$ cat config.mk
export PLATFORM = sky130hd
export DESIGN_NAME = hblank_gen
export DESIGN_NICKNAME = d
export VERILOG_FILES = /design/src/rtl/hblank_pkg.sv /design/src/rtl/hblank_ctrl.sv /design/src/rtl/hblank_tog_match.sv /design/src/rtl/hblank_datapath.sv /design/src/rtl/hblank_gen.sv
export SDC_FILE = /design/constraint.sdc
export NUM_CORES = 1
export LEC_CHECK = 0
export BUFFER_PORTS_ARGS = -buffer_cell sky130_fd_sc_hd__buf_2
export CORE_AREA = 2 2 263 265
export CTS_CLUSTER_SIZE = 28
export DETAILED_ROUTE_END_ITERATION = 7
export DIE_AREA = 0 0 265 267
export PLACE_DENSITY = 0.35
export SKIP_LAST_GASP = 1
export SYNTH_ARGS = -nofsm -noshare
export SYNTH_HDL_FRONTEND = slang
export SYNTH_SLANG_ARGS = --single-unit
$ cat constraint.sdc
create_clock -name clk -period 8.8 [get_ports clk]
set_input_delay 1.76 -clock clk [delete_from_list [all_inputs] [get_ports clk]]
set_output_delay 1.76 -clock clk [all_outputs]
set_load 0.01 [all_outputs]
$ cat src/rtl/hblank_pkg.sv
package hblank_pkg;
  // strobes from control to datapath, valid for the count being entered
  typedef struct packed {
    logic lineStart;   // HD sampled this cycle
    logic useOddNext;  // odd toggle set applies to the next count
  } hbStrb_t;
endpackage

$ cat src/rtl/hblank_ctrl.sv
module hblank_ctrl
  import hblank_pkg::*;
#(
  parameter int CNT_W  = 13,
  parameter int N_BANK = 4,
  parameter int BANK_W = 2
) (
  input  logic              clk,
  input  logic              rstN,
  input  logic              hdIn,
  input  logic              frameRst,
  input  logic [BANK_W-1:0] seqSel,
  input  logic [N_BANK-1:0] altEn,
  output hbStrb_t           strb,
  output logic [CNT_W-1:0]  cntNext,
  output logic [CNT_W-1:0]  pixCnt,
  output logic              lineOdd,
  output logic [BANK_W-1:0] bankQ,
  output logic [BANK_W-1:0] bankNext
);
  localparam logic [CNT_W-1:0] CNT_MAX = {CNT_W{1'b1}};

  logic [CNT_W-1:0] cntQ;
  logic             oddQ;
  logic             oddNext;
  logic             setOddQ;
  logic             setOddNext;

  always_comb begin
    if (hdIn)                cntNext = '0;
    else if (cntQ == CNT_MAX) cntNext = cntQ;
    else                     cntNext = cntQ + 1'b1;

    if (frameRst)  oddNext = 1'b0;
    else if (hdIn) oddNext = ~oddQ;
    else           oddNext = oddQ;

    bankNext   = hdIn ? seqSel : bankQ;
    setOddNext = hdIn ? (oddNext & altEn[bankNext]) : setOddQ;

    strb.lineStart  = hdIn;
    strb.useOddNext = setOddNext;
  end

  always_ff @(posedge clk or negedge rstN) begin
    if (!rstN) begin
      cntQ    <= '0;
      oddQ    <= 1'b0;
      setOddQ <= 1'b0;
      bankQ   <= '0;
    end else begin
      cntQ    <= cntNext;
      oddQ    <= oddNext;
      setOddQ <= setOddNext;
      bankQ   <= bankNext;
    end
  end

  assign pixCnt  = cntQ;
  assign lineOdd = oddQ;
endmodule

$ cat src/rtl/hblank_tog_match.sv
module hblank_tog_match #(
  parameter int CNT_W = 13,
  parameter int N_TOG = 6
) (
  input  logic [N_TOG*CNT_W-1:0] togSet,
  input  logic [CNT_W-1:0]       cnt,
  output logic                   hit
);
  localparam logic [CNT_W-1:0] OFF_VAL = {CNT_W{1'b1}};

  logic [N_TOG-1:0] hitVec;

  genvar gi;
  generate
    for (gi = 0; gi < N_TOG; gi++) begin : g_cmp
      logic [CNT_W-1:0] pt;
      assign pt         = togSet[gi*CNT_W +: CNT_W];
      assign hitVec[gi] = (pt != OFF_VAL) && (pt == cnt);
    end
  endgenerate

  // equal points merge into one toggle
  assign hit = |hitVec;
endmodule

$ cat src/rtl/hblank_datapath.sv
module hblank_datapath
  import hblank_pkg::*;
#(
  parameter int CNT_W  = 13,
  parameter int N_TOG  = 6,
  parameter int N_BANK = 4,
  parameter int BANK_W = 2,
  parameter int N_PH   = 4
) (
  input  logic                          clk,
  input  logic                          rstN,
  input  hbStrb_t                       strb,
  input  logic [CNT_W-1:0]              cntNext,
  input  logic [BANK_W-1:0]             bankNext,
  input  logic [BANK_W-1:0]             bankQ,
  input  logic [N_BANK*N_TOG*CNT_W-1:0] togEven,
  input  logic [N_BANK*N_TOG*CNT_W-1:0] togOdd,
  input  logic [N_BANK*3-1:0]           maskPol,
  input  logic                          hClkPhase,
  output logic                          hblank,
  output logic [N_PH-1:0]               h1Out,
  output logic [N_PH-1:0]               h2Out,
  output logic                          hlOut
);
  localparam int SET_W = N_TOG * CNT_W;

  logic [SET_W-1:0] setNext;
  logic             hit;
  logic             blankQ;
  logic [2:0]       pol;

  always_comb begin
    if (strb.useOddNext) setNext = togOdd[int'(bankNext)*SET_W +: SET_W];
    else                 setNext = togEven[int'(bankNext)*SET_W +: SET_W];
  end

  hblank_tog_match #(.CNT_W(CNT_W), .N_TOG(N_TOG)) u_match (
    .togSet (setNext),
    .cnt    (cntNext),
    .hit    (hit)
  );

  always_ff @(posedge clk or negedge rstN) begin
    if (!rstN)               blankQ <= 1'b0;
    else if (strb.lineStart) blankQ <= hit;
    else                     blankQ <= blankQ ^ hit;
  end

  always_comb begin
    pol = maskPol[int'(bankQ)*3 +: 3];
    if (blankQ) begin
      h1Out = {N_PH{pol[0]}};
      h2Out = {N_PH{pol[1]}};
      hlOut = pol[2];
    end else begin
      h1Out = {N_PH{hClkPhase}};
      h2Out = {N_PH{~hClkPhase}};
      hlOut = hClkPhase;
    end
  end

  assign hblank = blankQ;
endmodule

$ cat src/rtl/hblank_gen.sv
module hblank_gen
  import hblank_pkg::*;
#(
  parameter int CNT_W  = 13,
  parameter int N_TOG  = 6,
  parameter int N_BANK = 4,
  parameter int N_PH   = 4,
  localparam int BANK_W = (N_BANK > 1) ? $clog2(N_BANK) : 1
) (
  input  logic                          clk,
  input  logic                          rstN,
  input  logic                          hdIn,
  input  logic                          frameRst,
  input  logic [BANK_W-1:0]             seqSel,
  input  logic                          hClkPhase,
  input  logic [N_BANK*N_TOG*CNT_W-1:0] togEven,
  input  logic [N_BANK*N_TOG*CNT_W-1:0] togOdd,
  input  logic [N_BANK*3-1:0]           maskPol,
  input  logic [N_BANK-1:0]             altEn,
  output logic [CNT_W-1:0]              pixCnt,
  output logic                          lineOdd,
  output logic                          hblank,
  output logic [N_PH-1:0]               h1Out,
  output logic [N_PH-1:0]               h2Out,
  output logic                          hlOut
);
  hbStrb_t           strb;
  logic [CNT_W-1:0]  cntNext;
  logic [BANK_W-1:0] bankQ;
  logic [BANK_W-1:0] bankNext;

  hblank_ctrl #(.CNT_W(CNT_W), .N_BANK(N_BANK), .BANK_W(BANK_W)) u_ctrl (
    .clk      (clk),
    .rstN     (rstN),
    .hdIn     (hdIn),
    .frameRst (frameRst),
    .seqSel   (seqSel),
    .altEn    (altEn),
    .strb     (strb),
    .cntNext  (cntNext),
    .pixCnt   (pixCnt),
    .lineOdd  (lineOdd),
    .bankQ    (bankQ),
    .bankNext (bankNext)
  );

  hblank_datapath #(
    .CNT_W(CNT_W), .N_TOG(N_TOG), .N_BANK(N_BANK), .BANK_W(BANK_W), .N_PH(N_PH)
  ) u_dp (
    .clk       (clk),
    .rstN      (rstN),
    .strb      (strb),
    .cntNext   (cntNext),
    .bankNext  (bankNext),
    .bankQ     (bankQ),
    .togEven   (togEven),
    .togOdd    (togOdd),
    .maskPol   (maskPol),
    .hClkPhase (hClkPhase),
    .hblank    (hblank),
    .h1Out     (h1Out),
    .h2Out     (h2Out),
    .hlOut     (hlOut)
  );
endmodule

======== Word-level counts from Yosys, hierarchy flattened ========
Cells that the tools add are included.
cells by class
  $add $sub $neg .......................... 1
  multipliers ............................. 2
  divide/modulo/power cells ............... 0
  $lt $le $gt $ge ......................... 1
  equal/unequal tests ..................... 13
  shift operators ......................... 3
  muxes and demuxes ....................... 13
  bitwise gates (word level) .............. 4
  reduce and logical (&&, ||, !) cells .... 7
operators with widths
  operator                                                                       number
  312-bit by 10-bit variable part select with 78-bit output                      1
  312-bit by 32-bit variable part select with 78-bit output                      1
  13-bit equality test                                                           6
  78-bit two-way mux                                                             1
  13-bit inequality test (second input constant)                                 6
  12-bit by 32-bit variable part select with 3-bit output                        1
  13-bit two-way mux                                                             2
  13-bit by 1-bit adder with 13-bit output (second input constant)               1
  13-bit equality test (second input constant)                                   1
  2-bit by 6-bit multiplier with 8-bit output (second input constant)            1
  4-bit two-way mux                                                              2
  1-bit logical AND                                                              6
  1-bit two-way mux                                                              6
  6-bit OR reduction                                                             1
  2-bit by 2-bit multiplier with 4-bit output (second input constant)            1
  2-bit by 3-bit less-than comparator with 1-bit output (second input constant)  1
  1-bit binary-select mux with 2-bit select                                      1
  2-bit two-way mux                                                              1
  1-bit inverter                                                                 2
  1-bit AND                                                                      1
  1-bit bitwise XOR                                                              1
storage, ports and cells
  register bits after elaboration ......... 18
  latch bits .............................. 0
  memory bits (writable) .................. 0
  bits in read-only memories .............. 0
  logic and storage cells ................. 49
  memories ................................ 0

======== Depth between registers and ports, before layout ========
Gate-level depths: netlist (run 1).
  word-level depth ........................ 11
  depth in mapped cells ................... 17

======== Modules after synthesis ========
A second synthesis (run 1) with hierarchy kept.
unflattened totals
  cell total of the unflattened synthesis .. 541
  area, all modules ....................... 6950.4 sq um
modules (own cells, without submodules)
  module            times used  cells an instance  area each (sq um)
  hblank_datapath   1           302                4884.7
  hblank_tog_match  1           153                1158.6
  hblank_ctrl       1           86                 907.1

======== Least setup slack after synthesis (run 1) ========
Ideal clock, no wire load.
  path type ............................... input -> register
  from .................................... input hdIn
  to ...................................... register u_dp.blankQ, in the netlist u_dp.hblank
  arrival time ............................ 4.715 ns
  slack ................................... 3.962 ns
  stages on the path ...................... 14
  path buffers ............................ 2
  path through ............................ mux2i_4 -> inv_2 -> a2111o_1 -> nand3_4 -> buf_2 -> buf_2 -> mux2_2 -> nor4_1 -> o21ai_0 -> nor3_1 -> nand3_1 -> o211ai_1 -> nand4_1 -> xnor2_1
between the ends
  word-level cells in the longest chain between the ends .. 11
  elaborated cells between the ends (all ways) .. 33
RTL lines
  what                                                                                  line                   RTL
  start, declared                                                                       hblank_gen.sv:12       input logic hdIn,
  branches (longest 10 deep; another with 2-bit by 6-bit multiplier with 8-bit output)  --
  1-bit two-way mux (*)                                                                 hblank_datapath.sv:45  else if (strb.lineStart) blankQ <= hit;
  end signal, assigned                                                                  hblank_datapath.sv:45
  end signal, assigned                                                                  hblank_datapath.sv:46  else blankQ <= blankQ ^ hit;
  end, declared                                                                         hblank_datapath.sv:29  logic blankQ;
Every way passes the cells marked *. The select of a mux whose other input is x is not followed.

======== Worst setup path in the final report (run 1) ========
Ends and elaborated chain as after synthesis.

==> results of run 1 <==
[kinds of logic (layout without fill, tap and decap cells)]
kind of cell    after synthesis  count (layout)  share of synthesized area, %
fa+ha+maj                     1               1                        0.1727
simple gates                483             483                         32.17
buf+inv                     122             708                         8.172
mux                          67              67                         10.54
xor+xnor                     83              83                         10.04
other cells                   0              12                             0
compound gates              327             327                         32.69
flops                        18              18                         6.220
[path summary, 6_finish.rpt]
check | to | start | depth (start not counted)
worst max-delay path | u_dp.hblank | hdIn | 14
worst min-delay path | u_ctrl.lineOdd | u_ctrl.lineOdd | 2
worst max register to register | u_dp.hblank | u_ctrl.bankQ[0] | 13
worst min register to register | u_ctrl.lineOdd | u_ctrl.lineOdd | 2
max in group asynchronous | u_ctrl.pixCnt[0] | rstN | 1
min in group asynchronous | u_ctrl.pixCnt[10] | rstN | 1
[worst max-delay path: cells and delay by family]
family / cells / cell delay [ns]
mux: 1 / 0.24
buf+inv: 3 / 1.58
simple gates: 5 / 2.06
compound gates: 4 / 0.84
xor+xnor: 1 / 0.15
[per-layer routing]
layer | GRT usage [%] | routed length, um
met5 | 0 | 57
met4 | 4.566 | 1705
met3 | 2.537 | 3543
met2 | 30.53 | 31160
met1 | 18.90 | 24820
[Yosys cell counts, drive strengths merged (24+ instances only)]
cell type	instances	area share (%)
nand4	30	2.6
xnor2	48	5.8
a21oi	24	1.7
o31a	57	6.9
clkbuf	31	1.6
nor4	34	2.9
mux2i	39	5.6
or3	25	2.2
nor3	50	3.5
nand3	44	3.2
nor2	152	7.9
xor2	35	4.2
o22ai	110	9.5
buf	84	6.2
nand2	104	5.4
mux2	24	3.7
a211oi	56	5.8
[power by group]
part	internal, mW	total, mW	switching (mW)
registers	0.0855	0.0899	0.00441
logic	0.317	0.799	0.483
clock network	0.0692	0.102	0.0329
total	0.471	0.991	0.520
[layout make-up]
class                   count  area share [%]
multi-input cells         961           53.99
repair buffers            697           31.24
well taps                 882           9.562
flip-flops and latches     18           3.903
clock buffers               4          0.7697
inverters                   7          0.2710
diodes                     12          0.2602
[sequential cells by signal, indices dropped and copies added (netlist names)]
register / cells
u_ctrl.lineOdd: 1
u_dp.hblank: 1
u_ctrl.pixCnt: 13
u_ctrl.bankQ: 2
u_ctrl.setOddQ: 1
[stage by stage]
step | hold slack, ns | area [um^2]
2_1_floorplan | 0.5705 | 7242
3_3_place_gp | 0.5725 | 11420
3_5_place_dp | 0.5785 | 11420
4_1_cts | 0.5853 | 11510
5_1_grt | 0.6144 | 11530
6_report | 0.5861 | 11540
==> results.py, run 1 <==
metrics = {
    "status": {
        "outcome": "finished, final reports clean",
    },
    "final_layout": {
        "stdcell_count": 2581,
        "fin_nets": 2336,
        "fill_cells": 8023,
        "ff_latch_area_um2": 450.4,
        "multiInputGateArea_um2": 6231,
        "layout.core_utilization_pct": 16.98,
        "layout-drive-gt1-share_pct": 44.28,
        "area_growth_pct": 59.36,
        "layout_common_cells": "sky130_fd_sc_hd__buf_2, sky130_fd_sc_hd__nor2_1, sky130_fd_sc_hd__o22ai_1",
        "layout_commonest_cell": "sky130_fd_sc_hd__buf_2",
    },
    "die": {
        "core_um2": 67990,
        "floorplan.die_area_um2": 70760,
        "die_height_um": 267,
        "rows": 96,
        "floorplan.initialDensity_pct": 10.65,
        "fp.dieW_um": 265,
        "ios": 671,
    },
    "setup_path": {
        "cp_max_fo": 90,
        "endpoint_kind": "register",
        "worst_setup_path_start_kind": "primary input",
        "worst-endpoint-required_ns": 8.94,
        "setup_slack_of_the_most_critical_reg_to_reg_path_ns": 3.64,
        "timing.critical_path.arrival_ns": 6.76,
        "max_stage_delay_ns": 0.92,
        "worst_path_max_delay_cell": "sky130_fd_sc_hd__nor4_1",
        "timing_worst_setup_path_type": "in2reg",
        "cp_cell_sequence": "buf_2, mux2i_4, inv_2, a2111o_1, nand3_4, inv_6, a211oi_1, nor4_1, nand4_1, nor3_1, o21ba_2, o32a_1, nand4_1, xnor2_1",
        "cell_repeated_most_along_the_worst_path": "sky130_fd_sc_hd__nand4_1",
    },
    "synthesis": {
        "netlist-cell-type-count": 65,
        "synth-edff-count": 0,
        "yosysWarnings": 0,
        "synth.ff_latch_count": 18,
        "post_synth_instance_area_um2": 7242,
        "synth_area_per_cell_um2": 6.578,
        "synthesized_instance_count": 1101,
        "async_reset_ff_share_pct": 100.0,
        "synth_fp_nets": 1749,
        "ys_dominant_reg_cell": "sky130_fd_sc_hd__dfrtp_1",
        "synth-seq-area-share_pct": 6.220,
    },
    "timing": {
        "tightest_slew_ns": 1.132,
        "f_max_mhz": 151.0,
        "setup_slack_ns": 2.179,
        "grt_setup_unrepaired": "false",
        "finalHoldViolCount": 0,
        "setup_violations": 0,
        "fin_setup_tns_ns": 0,
        "timing.final.crit_period_ns": 6.621,
        "final.setup_skew_ns": 0.001915,
        "timing_max_transition_violations_final": 0,
        "slew_headroom_pct": 24.12,
        "final_min_period_over_clock_period_pct": 75.23,
    },
    "global_route": {
        "grt_remaining_overflow": 0,
        "grt_pass1_wl_mm": 83.34,
        "grt_pass1_vias": 11920,
        "grt_start_max_net_pins": 104,
        "grt_resource_usage_total_pct": 16.25,
        "initial_antenna_violation_count": 18,
    },
    "power": {
        "power.leakage_nw": 5.262,
        "power.density_cell_area_nw_per_um2": 85.90,
        "post-layout-total-power_mw": 0.9914,
        "power.ir.vdd_worst_mv": 0.05337,
    },
    "routing": {
        "drcViolationCount": 0,
        "via_per_inst": 4.468,
        "average_detailed_routed_wire_length_per_instance_um": 23.74,
        "drt_iter0_markers": 636,
        "totalWireLength_mm": 61.28,
        "first_pass_iters": 5,
        "route.vias.total": 11530,
        "final_antenna_net_count": 0,
    },
    "clocking": {
        "cts-root-to-sink-buffers": 2,
        "cts.htree.levels": 1,
        "clock_sink_count": 18,
        "postCtsResizedCells": 0,
        "clk_transition_reported_paths_ns": 0.06,
        "cts_root_buf": "sky130_fd_sc_hd__clkbuf_16",
        "tritoncts": "built",
        "worst_skew_pair.late_latency_ns": 0.25,
        "cts_buffers": 3,
        "cts_hold_buffers": 0,
        "postCtsSetupBuffers": 0,
    },
    "place": {
        "post_place_setup_slack_ns": 1.590,
        "placedCellCount": 2565,
        "gp_congestion": 0.9023,
        "dpl.hpwl_mm": 51.25,
        "port_buffers": 670,
    },
    "min_path": {
        "hp-class": "reg2reg",
    },
    "run": {
        "timing.max_cap.violations": 0,
    },
}
(Power assumes the default switching activity.)
==> inputs of run 2 (changes only) <==
--- a/config.mk
+++ b/config.mk
@@ -6,10 +6,10 @@
 export NUM_CORES = 1
 export LEC_CHECK = 0
 export BUFFER_PORTS_ARGS = -buffer_cell sky130_fd_sc_hd__buf_2
-export CORE_AREA = 2 2 263 265
+export CORE_AREA = 2 2 265 267
 export CTS_CLUSTER_SIZE = 28
 export DETAILED_ROUTE_END_ITERATION = 7
-export DIE_AREA = 0 0 265 267
+export DIE_AREA = 0 0 267 269
 export PLACE_DENSITY = 0.35
 export SKIP_LAST_GASP = 1
 export SYNTH_ARGS = -nofsm -noshare
==> constraint.sdc (replaced) <==
create_clock -name clk -period 6.2 [get_ports clk]
set_input_delay 1.24 -clock clk [delete_from_list [all_inputs] [get_ports clk]]
set_output_delay 1.24 -clock clk [all_outputs]
set_load 0.01 [all_outputs]
==> run 2 against run 1 <==
  * Via count is essentially flat
  * Routed wire length grew 2.3%
  * Flip-flop and latch count is the same
  * Highest routed layer unchanged
  * Largest cell class unchanged
  * Register-to-register slack lost 1.6 ns
  * Critical path depth is the same
  * First-iteration DRC count grew 0.63%
  * Largest power group unchanged
  * Critical path type unchanged
  * Sequential share of layout area shrank 0.10 points
  * Clock-buffer cell count is the same
  * Worst hold slack lost 0.0055 ns
  * Non-clock buffer count grew 25
  * Global-route usage grew 0.15 points
  * Critical endpoint unchanged
  * Worst setup slack lost 1.2 ns
==> results.py, run 2 (same netlist as run 1, synthesis figures left out) <==
metrics = {
    "status": {
        "outcome": "finished, final reports clean",
    },
    "setup_path": {
        "worst_path_max_delay_cell": "sky130_fd_sc_hd__buf_4",
        "critical_path.reg2reg.endpoint": "u_dp.hblank",
        "setup_slack_of_the_most_critical_reg_to_reg_path_ns": 2.00,
        "cell_repeated_most_along_the_worst_path": "sky130_fd_sc_hd__nand4_1",
        "path_buf_inv": 4,
        "ff_to_ff_start": "u_ctrl.bankQ[0]",
        "worst_setup_path_start_kind": "primary input",
        "endpoint_kind": "register",
        "timing.critical_path.arrival_ns": 5.32,
        "timing_worst_setup_path_type": "in2reg",
        "cp_cell_sequence": "buf_2, mux2i_4, inv_2, a2111o_1, nand3_4, buf_4, mux2i_1, nand4_1, nor4b_1, buf_4, nand4_1, a32oi_1, nand4_1, xnor2_1",
        "cp_max_fo": 67,
        "max_stage_delay_ns": 0.57,
        "worst-r2r-cell-count": 14,
        "worst-endpoint-required_ns": 6.34,
        "cpLargestDelayFamily": "buffers and inverters",
    },
    "global_route": {
        "grt_start_max_net_pins": 68,
        "grt_resource_usage_total_pct": 16.41,
        "grt_pass1_wl_mm": 84.67,
        "grt_pass1_vias": 11910,
        "grt_remaining_overflow": 0,
        "initial_antenna_violation_count": 20,
    },
    "final_layout": {
        "finalInstanceArea_um2": 11860,
        "largest_register_ffs": 13,
        "layout-drive-gt1-share_pct": 45.09,
        "stdcell_count": 2661,
        "layout_common_cells": "sky130_fd_sc_hd__buf_2, sky130_fd_sc_hd__nor2_1, sky130_fd_sc_hd__o22ai_1",
        "layout_commonest_cell": "sky130_fd_sc_hd__buf_2",
        "layout.core_utilization_pct": 17.11,
        "area_growth_pct": 63.73,
        "fin_nets": 2361,
    },
    "routing": {
        "first_pass_iters": 7,
        "via_per_inst": 4.331,
        "final_antenna_net_count": 0,
        "totalWireLength_mm": 62.67,
        "drt_iter0_markers": 640,
        "drcViolationCount": 0,
        "route.vias.total": 11530,
        "average_detailed_routed_wire_length_per_instance_um": 23.55,
    },
    "timing": {
        "setup_violations": 0,
        "final_min_period_over_clock_period_pct": 83.51,
        "fin_setup_tns_ns": 0,
        "final.hold.worst_slack_ns": 0.5806,
        "finalHoldViolCount": 0,
        "slew_headroom_pct": 21.77,
        "timing_max_transition_violations_final": 0,
        "tightest_slew_ns": 1.167,
        "setup_slack_ns": 1.022,
        "grt_setup_unrepaired": "false",
        "final.setup_skew_ns": 0.003250,
        "timing.final.crit_period_ns": 5.178,
        "f_max_mhz": 193.1,
    },
    "place": {
        "placedCellCount": 2648,
        "placedInstanceArea_um2": 11750,
        "port_buffers": 670,
        "dpl.hpwl_mm": 53.20,
        "gp_congestion": 0.8900,
        "post_place_setup_slack_ns": 0.6769,
    },
    "min_path": {
        "worstHoldEndpoint": "u_ctrl.lineOdd",
        "whs_path_depth": 2,
        "hp-start": "u_ctrl.lineOdd",
        "hp-class": "reg2reg",
    },
    "clocking": {
        "clk_transition_reported_paths_ns": 0.06,
        "postCtsResizedCells": 0,
        "cts_root_buf": "sky130_fd_sc_hd__clkbuf_16",
        "cts_buffers": 3,
        "tritoncts": "built",
        "clock_sink_count": 18,
        "cts.htree.levels": 1,
        "cts-root-to-sink-buffers": 2,
        "postCtsSetupBuffers": 0,
        "worst_skew_pair.late_latency_ns": 0.26,
        "cts_hold_buffers": 0,
    },
    "power": {
        "power.ir.vdd_worst_mv": 0.1176,
        "power.leakage_nw": 5.407,
        "post-layout-total-power_mw": 1.467,
        "power.density_cell_area_nw_per_um2": 123.8,
    },
    "die": {
        "rows": 97,
        "ios": 671,
        "floorplan.die_area_um2": 71820,
        "die_height_um": 269,
        "core_um2": 69300,
        "floorplan.initialDensity_pct": 10.45,
        "fp.dieW_um": 267,
    },
    "run": {
        "timing.max_cap.violations": 0,
    },
}
run 2: changes by cell type in the layout (fill, tap and decap cells not counted):
cell,before,now
sky130_fd_sc_hd__buf_4,23,43
sky130_fd_sc_hd__buf_12,4,9
sky130_fd_sc_hd__diode_2,12,9
sky130_fd_sc_hd__a2111oi_0,1,0
sky130_fd_sc_hd__a2111oi_1,0,1
run 2: cell type report:
type                            instances  area (um^2)
Antenna cell                            9        22.52
Inverter                                7        31.28
Timing Repair Buffer                  722         3856
Clock buffer                            4        88.84
Tap cell                              940         1176
Sequential cell                        18        450.4
Multi-Input combinational cell        961         6232
Fill cell                            8064        57440
run 2: power by group:
| part | internal [mW] | leakage, nW | switching (mW) |
|---|---|---|---|
| logic | 0.481 | 5.12 | 0.707 |
| clock network | 0.0985 | 0.0442 | 0.0530 |
| registers | 0.121 | 0.243 | 0.00659 |
| total | 0.700 | 5.41 | 0.767 |
run 2: layer usage:
layer	routed length, um	part of all wire, %	vias to the layer above	global-route usage (%)
met5	54	0.086	-	0
met4	1957	3.1	8	5.375
met3	3590	5.7	81	2.530
met2	31130	50	568	29.91
met1	25940	41	5402	19.55
li1	-	-	5466	-
run 2: worst max-delay path by stage:
stage | startpoint | endpoint | slack, ns | depth (start not counted)
floorplan | hdIn | u_dp.hblank | 1.88 | 14
global placement | hdIn | u_dp.hblank | 0.79 | 15
CTS | hdIn | u_dp.hblank | 0.94 | 14
detailed placement | hdIn | u_dp.hblank | 0.68 | 14
finish | hdIn | u_dp.hblank | 1.02 | 14
global route | hdIn | u_dp.hblank | 0.64 | 14
run 2: tightest hold or removal path, delay by kind of cell (launching register included):
family | cells | cell delay, ns
DFF | 1 | 0.40
AOI/OAI and AO/OA | 1 | 0.07
and+or+nand+nor | 1 | 0.08
==> inputs of run 3 (changes only) <==
--- a/config.mk
+++ b/config.mk
@@ -6,11 +6,11 @@
 export NUM_CORES = 1
 export LEC_CHECK = 0
 export BUFFER_PORTS_ARGS = -buffer_cell sky130_fd_sc_hd__buf_2
-export CORE_AREA = 2 2 265 267
+export CORE_AREA = 2 2 263 265
 export CTS_CLUSTER_SIZE = 28
 export DETAILED_ROUTE_END_ITERATION = 7
-export DIE_AREA = 0 0 267 269
-export PLACE_DENSITY = 0.35
+export DIE_AREA = 0 0 265 267
+export PLACE_DENSITY = 0.36
 export SKIP_LAST_GASP = 1
 export SYNTH_ARGS = -nofsm -noshare
 export SYNTH_HDL_FRONTEND = slang
==> constraint.sdc (replaced) <==
create_clock -name clk -period 4.55 [get_ports clk]
set_input_delay 0.91 -clock clk [delete_from_list [all_inputs] [get_ports clk]]
set_output_delay 0.91 -clock clk [all_outputs]
set_load 0.01 [all_outputs]
==> run 3 against run 2 <==
  * Flip-flop and latch count unchanged
  * Register-to-register slack got worse by 1.5 ns
  * Clock-buffer cell count unchanged
  * Sequential share of layout area decreased by 0.18 points
  * Routed wire length about the same
  * Core utilization increased by 1.2 points
  * Non-clock buffer count increased by 74
  * Die area decreased by 1.5%
  * Global-route usage increased by 0.28 points
  * Combinational power increased by 47%
==> results.py, run 3 (same netlist as run 1, synthesis figures left out) <==
metrics = {
    "routing": {
        "average_detailed_routed_wire_length_per_instance_um": 23.45,
        "via_per_inst": 4.430,
        "drt_iter0_markers": 632,
        "totalWireLength_mm": 62.72,
        "drcViolationCount": 0,
        "first_pass_iters": 5,
        "final_antenna_net_count": 0,
        "route.vias.total": 11850,
    },
    "power": {
        "power.density_cell_area_nw_per_um2": 170.3,
        "total_net_switching_power_mw": 1.056,
        "p_clk_share_pct": 9.5,
        "sw_frac_of_total_pct": 49.78,
        "power.leakage_nw": 5.800,
        "power.ir.vdd_worst_mv": 0.1455,
        "seq_power_share_pct": 8.2,
        "comb_power_share_pct": 82.3,
        "p_int_mw": 1.065,
    },
    "setup_path": {
        "ff_to_ff_start": "u_ctrl.bankQ[0]",
        "setup_slack_of_the_most_critical_reg_to_reg_path_ns": 0.53,
        "timing_worst_setup_path_type": "in2reg",
        "cell_repeated_most_along_the_worst_path": "sky130_fd_sc_hd__buf_4",
        "worst-endpoint-required_ns": 4.72,
        "critical_path.reg2reg.endpoint": "u_dp.hblank",
        "timing.critical_path.arrival_ns": 4.55,
        "cp_max_fo": 23,
        "worst_path_max_delay_cell": "sky130_fd_sc_hd__nor4_1",
        "max_stage_delay_ns": 0.68,
        "cp_cell_sequence": "buf_2, mux2i_4, inv_2, a2111o_1, nand3_4, buf_4, inv_6, buf_4, a211oi_1, nor4_1, buf_4, xor2_1, nor4_1, o211a_1, a32oi_1, buf_4, nand4_1, xnor2_1",
        "endpoint_kind": "register",
        "cpLargestDelayFamily": "buffers and inverters",
        "worst_setup_path_start_kind": "primary input",
        "path_buf_inv": 7,
        "worst-r2r-cell-count": 17,
    },
    "timing": {
        "f_max_mhz": 228.8,
        "tightest_slew_ns": 1.107,
        "timing_max_transition_violations_final": 0,
        "final_min_period_over_clock_period_pct": 96.07,
        "finalHoldViolCount": 0,
        "slew_headroom_pct": 25.94,
        "final.setup_skew_ns": 0.001306,
        "timing.final.crit_period_ns": 4.371,
        "final.hold.worst_slack_ns": 0.5748,
        "setup_violations": 0,
        "fin_setup_tns_ns": 0,
        "grt_setup_unrepaired": "false",
    },
    "place": {
        "gp_congestion": 0.8770,
        "placedCellCount": 2664,
        "port_buffers": 670,
        "placedInstanceArea_um2": 12330,
        "dpl.hpwl_mm": 54.29,
    },
    "die": {
        "core_um2": 67990,
        "die_height_um": 267,
        "floorplan.die_area_um2": 70760,
        "fp.dieW_um": 265,
        "ios": 671,
        "floorplan.initialDensity_pct": 10.65,
        "rows": 96,
    },
    "clocking": {
        "cts_root_buf": "sky130_fd_sc_hd__clkbuf_16",
        "cts-root-to-sink-buffers": 2,
        "clock_sink_count": 18,
        "cts_buffers": 3,
        "clk_transition_reported_paths_ns": 0.06,
        "worst_skew_pair.late_latency_ns": 0.25,
        "cts.htree.levels": 1,
        "postCtsSetupBuffers": 0,
        "tritoncts": "built",
    },
    "global_route": {
        "grt_pass1_vias": 12320,
        "grt_resource_usage_total_pct": 16.69,
        "grt_remaining_overflow": 0,
        "initial_antenna_violation_count": 18,
        "grt_start_max_net_pins": 72,
        "grt_pass1_wl_mm": 86.03,
    },
    "status": {
        "outcome": "finished, final reports clean",
    },
    "final_layout": {
        "layout_common_cells": "sky130_fd_sc_hd__buf_2, sky130_fd_sc_hd__nor2_1, sky130_fd_sc_hd__o22ai_1",
        "finalInstanceArea_um2": 12460,
        "area_growth_pct": 71.99,
        "fin_nets": 2435,
        "largest_register_ffs": 13,
        "layout-drive-gt1-share_pct": 47.59,
        "layout.core_utilization_pct": 18.32,
        "layout_commonest_cell": "sky130_fd_sc_hd__buf_2",
        "stdcell_count": 2675,
        "fill_cells": 7916,
    },
    "run": {
        "timing.max_cap.violations": 0,
    },
    "min_path": {
        "worstHoldEndpoint": "u_ctrl.lineOdd",
        "hp-class": "reg2reg",
        "hp-start": "u_ctrl.lineOdd",
        "whs_path_depth": 2,
    },
}
[run 3: cell count changes in the layout (fill, tap and decap cells not counted)]
cell / change
sky130_fd_sc_hd__mux2i_1: -1
sky130_fd_sc_hd__nor4_2: +1
sky130_fd_sc_hd__buf_4: +66
sky130_fd_sc_hd__diode_2: -2
sky130_fd_sc_hd__a221oi_1: -1
sky130_fd_sc_hd__nor3_1: -1
sky130_fd_sc_hd__nor4_1: -1
sky130_fd_sc_hd__nor3_2: +1
sky130_fd_sc_hd__mux2i_2: +1
sky130_fd_sc_hd__a2111oi_0: +1
sky130_fd_sc_hd__buf_12: +8
sky130_fd_sc_hd__a2111oi_1: -1
sky130_fd_sc_hd__a221oi_2: +1
[run 3: worst min-delay path: cells and delay by family (launching register included)]
kind	cells	cell delay, ns
flip-flops	1	0.39
AO/OA/AOI/OAI	1	0.07
AND/OR/NAND/NOR	1	0.08
[run 3: repair_timing]
action                                  4_1_cts  5_1_grt
endpoints found under the setup margin        0        1
gates resized for setup                       0        4
hold buffers                                  0        0
[run 3: area by class of cell]
class	count	area [um^2]	area share [%]
inverters	7	31.28	0.2511
repair buffers	796	4512	36.22
well taps	882	1104	8.860
flip-flops and latches	18	450.4	3.616
diodes	7	17.52	0.1406
multi-input cells	961	6252	50.20
clock buffers	4	88.84	0.7132
[run 3: through the flow]
stage	setup WS, ns	power [mW]
2_1_floorplan	0.5623	1.005
3_3_place_gp	-0.2176	1.966
3_5_place_dp	-0.2162	1.962
4_1_cts	0.05087	2.174
5_1_grt	0.01148	2.300
6_report	0.1789	2.121
[run 3: how the worst max path moves through the flow]
stage	from	to	slack, ns	depth (start not counted)
after floorplan	hdIn	u_dp.hblank	0.56	14
after global placement	hdIn	u_dp.hblank	-0.22	17
after detailed placement	hdIn	u_dp.hblank	-0.22	17
after CTS	hdIn	u_dp.hblank	0.05	17
after global routing	hdIn	u_dp.hblank	0.01	16
final	hdIn	u_dp.hblank	0.18	18
[run 3: power by group through the flow]
stage,logic (mW),clock network [mW],registers (mW)
6_report,1.75,0.201,0.175
3_5_place_dp,1.78,0,0.178
3_3_place_gp,1.79,0,0.178
4_1_cts,1.79,0.208,0.175
5_1_grt,1.91,0.212,0.176
2_1_floorplan,0.829,0,0.176
[run 3: metal layers]
metal | routed length (um) | up-vias | GRT usage (%)
li1 | - | 5606 | -
met1 | 25260 | 5558 | 19.85
met2 | 31800 | 608 | 30.87
met3 | 4100 | 74 | 2.629
met4 | 1538 | 4 | 4.443
met5 | 26 | - | 0
